`src/rtl/rtc_comp_pkg.sv`:
```
package rtc_comp_pkg;

    localparam int MAG_W  = 8;
    localparam int DATA_W = 16;
    localparam int SUM_W  = MAG_W + 2;
    localparam int EFF_W  = SUM_W;

    typedef struct packed {
        logic             sign;
        logic [MAG_W-1:0] mag;
    } sm_t;

    typedef enum logic {
        SEL_OFS = 1'b0,
        SEL_TMP = 1'b1
    } sel_e;

    function automatic logic signed [SUM_W-1:0] sm_to_tc(input sm_t v);
        logic signed [SUM_W-1:0] m;
        m = $signed({2'b00, v.mag});
        return v.sign ? -m : m;
    endfunction

    function automatic logic signed [EFF_W-1:0] clamp(
        input logic signed [SUM_W-1:0] s,
        input int                      lim
    );
        logic signed [SUM_W-1:0] hi;
        logic signed [SUM_W-1:0] lo;
        hi = SUM_W'(lim);
        lo = -hi;
        if (s > hi)      return EFF_W'(hi);
        else if (s < lo) return EFF_W'(lo);
        else             return EFF_W'(s);
    endfunction

endpackage

```
`src/rtl/rtc_ofs_reg.sv`:
```
module rtc_ofs_reg
    import rtc_comp_pkg::*;
(
    input  logic              clk,
    input  logic              rst,
    input  logic              hit,
    input  logic              wr_lo,
    input  logic              wr_hi,
    input  logic [DATA_W-1:0] wdata,
    output sm_t               ofs,
    output logic              ofs_wr
);
    sm_t ofs_q;

    assign ofs_wr = hit && (wr_lo || wr_hi);
    assign ofs    = ofs_q;

    always_ff @(posedge clk) begin
        if (rst) begin
            ofs_q <= '0;
        end else if (hit) begin
            if (wr_lo) ofs_q.mag  <= wdata[MAG_W-1:0];
            if (wr_hi) ofs_q.sign <= wdata[DATA_W-1];
        end
    end
endmodule

```
`src/rtl/rtc_tcmp_reg.sv`:
```
module rtc_tcmp_reg
    import rtc_comp_pkg::*;
(
    input  logic              clk,
    input  logic              rst,
    input  logic              hit,
    input  logic              clr,
    input  logic              wr_lo,
    input  logic              wr_hi,
    input  logic [DATA_W-1:0] wdata,
    output sm_t               tcmp
);
    sm_t  tcmp_q;
    logic park_q;
    logic next_sign;

    // sign adopted on a low-byte write: fresh if the high byte comes along, parked otherwise
    assign next_sign = wr_hi ? wdata[DATA_W-1] : park_q;
    assign tcmp      = tcmp_q;

    always_ff @(posedge clk) begin
        if (rst || clr) begin
            tcmp_q <= '0;
            park_q <= 1'b0;
        end else if (hit) begin
            if (wr_hi) park_q <= wdata[DATA_W-1];
            if (wr_lo) begin
                tcmp_q.mag  <= wdata[MAG_W-1:0];
                tcmp_q.sign <= next_sign;
            end
        end
    end
endmodule

```
`src/rtl/rtc_comp_sum.sv`:
```
module rtc_comp_sum
    import rtc_comp_pkg::*;
#(
    parameter int LIMIT_PPM = 240
) (
    input  logic                    clk,
    input  logic                    rst,
    input  logic                    run_en,
    input  logic                    cyc_start,
    input  sm_t                     ofs,
    input  sm_t                     tcmp,
    output logic signed [SUM_W-1:0] raw_sum,
    output logic signed [EFF_W-1:0] eff
);
    logic signed [SUM_W-1:0] ofs_tc;
    logic signed [SUM_W-1:0] tmp_tc;
    logic signed [SUM_W-1:0] applied;
    logic                    tmp_live;
    logic signed [EFF_W-1:0] eff_q;

    assign ofs_tc   = sm_to_tc(ofs);
    assign tmp_tc   = sm_to_tc(tcmp);
    assign raw_sum  = ofs_tc + tmp_tc;
    assign tmp_live = run_en && (tcmp.mag != '0);
    assign applied  = tmp_live ? raw_sum : ofs_tc;
    assign eff      = eff_q;

    always_ff @(posedge clk) begin
        if (rst)            eff_q <= '0;
        else if (cyc_start) eff_q <= clamp(applied, LIMIT_PPM);
    end
endmodule

```
`src/rtl/rtc_comp_regs.sv`:
```
module rtc_comp_regs
    import rtc_comp_pkg::*;
#(
    parameter int LIMIT_PPM = 240
) (
    input  logic              clk,
    input  logic              rst,
    input  logic              run_en,
    input  logic              cyc_start,
    input  logic              sel,
    input  logic              wr_lo,
    input  logic              wr_hi,
    input  logic [DATA_W-1:0] wdata,
    output logic [DATA_W-1:0] rdata,
    output logic [EFF_W-1:0]  eff_ppm
);
    sm_t                     ofs;
    sm_t                     tcmp;
    logic                    ofs_wr;
    logic signed [SUM_W-1:0] raw_sum;
    logic signed [EFF_W-1:0] eff;
    logic                    hit_ofs;
    logic                    hit_tmp;

    assign hit_ofs = (sel_e'(sel) == SEL_OFS);
    assign hit_tmp = (sel_e'(sel) == SEL_TMP);

    rtc_ofs_reg u_ofs (
        .clk(clk), .rst(rst), .hit(hit_ofs), .wr_lo(wr_lo), .wr_hi(wr_hi),
        .wdata(wdata), .ofs(ofs), .ofs_wr(ofs_wr)
    );

    rtc_tcmp_reg u_tcmp (
        .clk(clk), .rst(rst), .hit(hit_tmp), .clr(ofs_wr), .wr_lo(wr_lo),
        .wr_hi(wr_hi), .wdata(wdata), .tcmp(tcmp)
    );

    rtc_comp_sum #(.LIMIT_PPM(LIMIT_PPM)) u_sum (
        .clk(clk), .rst(rst), .run_en(run_en), .cyc_start(cyc_start),
        .ofs(ofs), .tcmp(tcmp), .raw_sum(raw_sum), .eff(eff)
    );

    always_comb begin
        if (hit_ofs) rdata = {ofs.sign, {(DATA_W-MAG_W-1){1'b0}}, ofs.mag};
        else         rdata = DATA_W'(raw_sum);
    end

    assign eff_ppm = eff;
endmodule

```
`config.mk`:
```
export PLATFORM = sky130hd
export DESIGN_NAME = rtc_comp_regs
export DESIGN_NICKNAME = d
export VERILOG_FILES = /design/src/rtl/rtc_comp_pkg.sv /design/src/rtl/rtc_ofs_reg.sv /design/src/rtl/rtc_tcmp_reg.sv /design/src/rtl/rtc_comp_sum.sv /design/src/rtl/rtc_comp_regs.sv
export SDC_FILE = /design/constraint.sdc
export NUM_CORES = 1
export LEC_CHECK = 0
export ABC_AREA = 1
export BUFFER_PORTS_ARGS = -buffer_cell sky130_fd_sc_hd__buf_2
export CAP_MARGIN = 20
export CELL_PAD_IN_SITES_DETAIL_PLACEMENT = 1
export CELL_PAD_IN_SITES_GLOBAL_PLACEMENT = 1
export CORE_MARGIN = 3
export CORE_UTILIZATION = 35
export DETAILED_ROUTE_END_ITERATION = 16
export GPL_TIMING_DRIVEN = 0
export HOLD_SLACK_MARGIN = 0.05
export PLACE_DENSITY = 0.75
export SETUP_SLACK_MARGIN = 0.1
export SKIP_LAST_GASP = 1
export SYNTH_ARGS = -nofsm -noshare
export SYNTH_HDL_FRONTEND = slang
export SYNTH_SLANG_ARGS = --single-unit
```
`constraint.sdc`:
```
create_clock -name clk -period 3.2 [get_ports clk]
set_input_delay 0.32 -clock clk [delete_from_list [all_inputs] [get_ports clk]]
set_output_delay 0.32 -clock clk [all_outputs]
set_load 0.005 [all_outputs]
```
==> qor.yml <==
outcome: "finished, final reports clean"
grt_pass1_vias: 2662
fp.dieH_microns: 88.81
setup_violations: 0
antenna_found_initial: 0
power_mw: 1.206
post_drt_wl_per_cell_microns: 15.49
gp_congestion: 0.9146
cts.clk_slew.worst_paths_ns: 0.08
grt_pass1_wl_mm: 12.59
fillerInstances: 884
async_flop_share_pct: 0
drcViolationCount: 0
portBuffers: 39
pwr_density_cell_nw_per_um2: 381.5
drive_gt1_share_pct: 31.89
cp_max_fo: 6
cap_violations: 0
synth_area_leader_cell: "dfxtp_1"
hold_viol: 0
start_kind: "flop"
leakagePower_nw: 1.604
synth.area.top_cells: "dfxtp_1 (24%), nand2_1 (20%), inv_1 (7.0%)"
route.vias.total: 2745
ant_nets: 0
synth_edf_count: 0
end_kind: "output port"
drv_slew: 0
multiInputGateArea_sq_um: 1690
synth-seq-area-share_pct: 24.19
yosysMostFrequentCell: "nand2_1"
antennaDiodeCount: 0
syn2layout_area_growth_pct: 31.75
clock-root-buffer: "clkbuf_8"
worstPathArrival_ns: 2.66
ios: 49
die_w_microns: 88.81
viasPerCell: 5.102
grt_max_degree: 12
groute.usage.overall_pct: 20.71
cp.required_ns: 2.88
cts.sinks: 29
synth_commonest_cells: "nand2_1 (125), inv_1 (45), dfxtp_1 (29)"
cts_tree: "yes"
synth_fp_nets: 428
first_pass_iters: 4
tightest_slew_ns: 0.5995
period_share_pct: 93.27
max-vdd-ir-drop_v: 0.0002693
hold_path.class: "in -> reg"
synthCells: 393
clockBufferDepth: 2
postCtsHoldBufs: 0
num_rows: 29
fin_nets: 495
grt_overflow: 0
maxSlewHeadroom_pct: 60.03
dpl.hpwl_mm: 6.213
initial_core_util_pct: 36.95
synth_area_sq_um: 2400
routed_wl_mm: 8.336
syn_avg_cell_area_sq_um: 6.106
drt_iter0_markers: 116
cts_max_level: 2
critPathKind: "reg -> out"
synth_ff_type: "dfxtp_1"
clock_latency_ns: 0.29
core_sq_um: 6495
finalSetupTns_ns: 0
netlist-cell-type-count: 33
seq_area_sq_um: 589.3
design.die.area_sq_um: 7886
fin_crit_ns: 2.985
clock_skew_ns: 0.008834
synth_top_area_share_pct: 24.19
numCtsBuffers: 5
max_freq_mhz: 335.1
ys_ff_latch: 29
ys.warnings.count: 0
-- worst paths after layout --
path / from / endpoint / slack (ns) / cells after the start
max: u_ofs.ofs[1]$_SDFFE_PP0P_ / rdata[11] / 0.22 / 17
min: wdata[6] / u_ofs.ofs[6]$_SDFFE_PP0P_ / 0.28 / 3
max reg2reg: u_ofs.ofs[3]$_SDFFE_PP0P_ / u_sum.eff[4]$_SDFFE_PP0P_ / 0.32 / 22
min reg2reg: u_sum.eff[8]$_SDFFE_PP0P_ / u_sum.eff[8]$_SDFFE_PP0P_ / 0.46 / 2
-- worst max-delay path: stages, from the launching register on --
cell and delay (ns):
dfxtp_2 0.34, inv_4 0.09, ha_4 0.16, nand2_4 0.08, o211ai_1 0.24, nand2_2 0.13, ha_4 0.27, nand2_1 0.07
nand2_2 0.06, a21oi_2 0.16, nand2_1 0.10, nand2_1 0.09, nand2_2 0.06, nand3_2 0.08, nand2_2 0.08, nor2_4 0.13
buf_4 0.12, buf_2 0.10
-- power by group --
part | internal (mW) | switching (mW) | total, mW
clock | 0.233 | 0.157 | 0.390
combinational | 0.170 | 0.247 | 0.417
sequential | 0.381 | 0.0181 | 0.399
total | 0.784 | 0.422 | 1.21
-- registers in the layout, indices dropped and copies added (netlist names) --
name,flops
u_tcmp.park_q,1
u_tcmp.tcmp,9
u_sum.eff,10
u_ofs.ofs,9
-- area by class of cell --
class                      count  share of cell area [%]
tap                           77                   3.047
clock inverter                 3                   1.464
clock buffer                   5                   2.176
buffer                        16                   3.285
sequential                    29                   18.64
timing repair buffer          60                   11.16
multi-input combinational    293                   53.46
inverter                      55                   6.767
-- cells in the final DEF, fill, tap and decap left out, types with 6 or more instances in the layout --
master / instances
buf_2: 40
o21ai_1: 8
nand3_1: 26
inv_1: 41
dfxtp_1: 26
clkbuf_1: 6
buf_4: 27
o21ai_0: 21
inv_2: 11
nand2_1: 119
a21oi_1: 25
ha_4: 7
nand2_2: 19
nor2_1: 20
-- logic make-up (layout without fill, tap and decap cells) --
group / Yosys count / after routing / synth area share (%)
and+or+nand+nor: 204 / 204 / 37.43
AOI/OAI and AO/OA: 68 / 68 / 15.54
buffers and inverters: 71 / 139 / 12.98
DFF: 29 / 29 / 24.19
xor gates and xnor gates: 9 / 9 / 3.285
adders and majority gates: 12 / 12 / 6.569
-- metal layers --
metal	global-route usage [%]	share of wire [%]	wire, microns	vias up
met2	36.44	51	4292	54
met3	3.631	3.5	293	10
met5	0	0	0	-
met4	7.143	1.8	150	0
li1	-	-	-	1367
met1	25.24	43	3599	1314
-- stage by stage --
step / hold WS [ns] / worst slack [ns] / area [sq um] / utilization (%) / instances
floorplan: 0.4305 / 0.4756 / 2400 / - / 393
global placement: 0.4278 / 0.06964 / 2691 / 41.44 / 509
detailed placement: 0.4428 / -0.03646 / 2691 / 41.44 / 509
CTS: 0.2843 / 0.1034 / 2914 / 44.87 / 522
global route: 0.3059 / -0.005150 / 3162 / 48.68 / 538
finish: 0.2830 / 0.2154 / 3162 / 48.68 / 538
-- what timing repair did --
item	4_1_cts	5_1_grt
gates resized for setup	20	28
setup endpoints to repair	8	15
pin swaps	7	14
setup buffers	5	16
No activity file was read; power rests on OpenSTA's default activity.
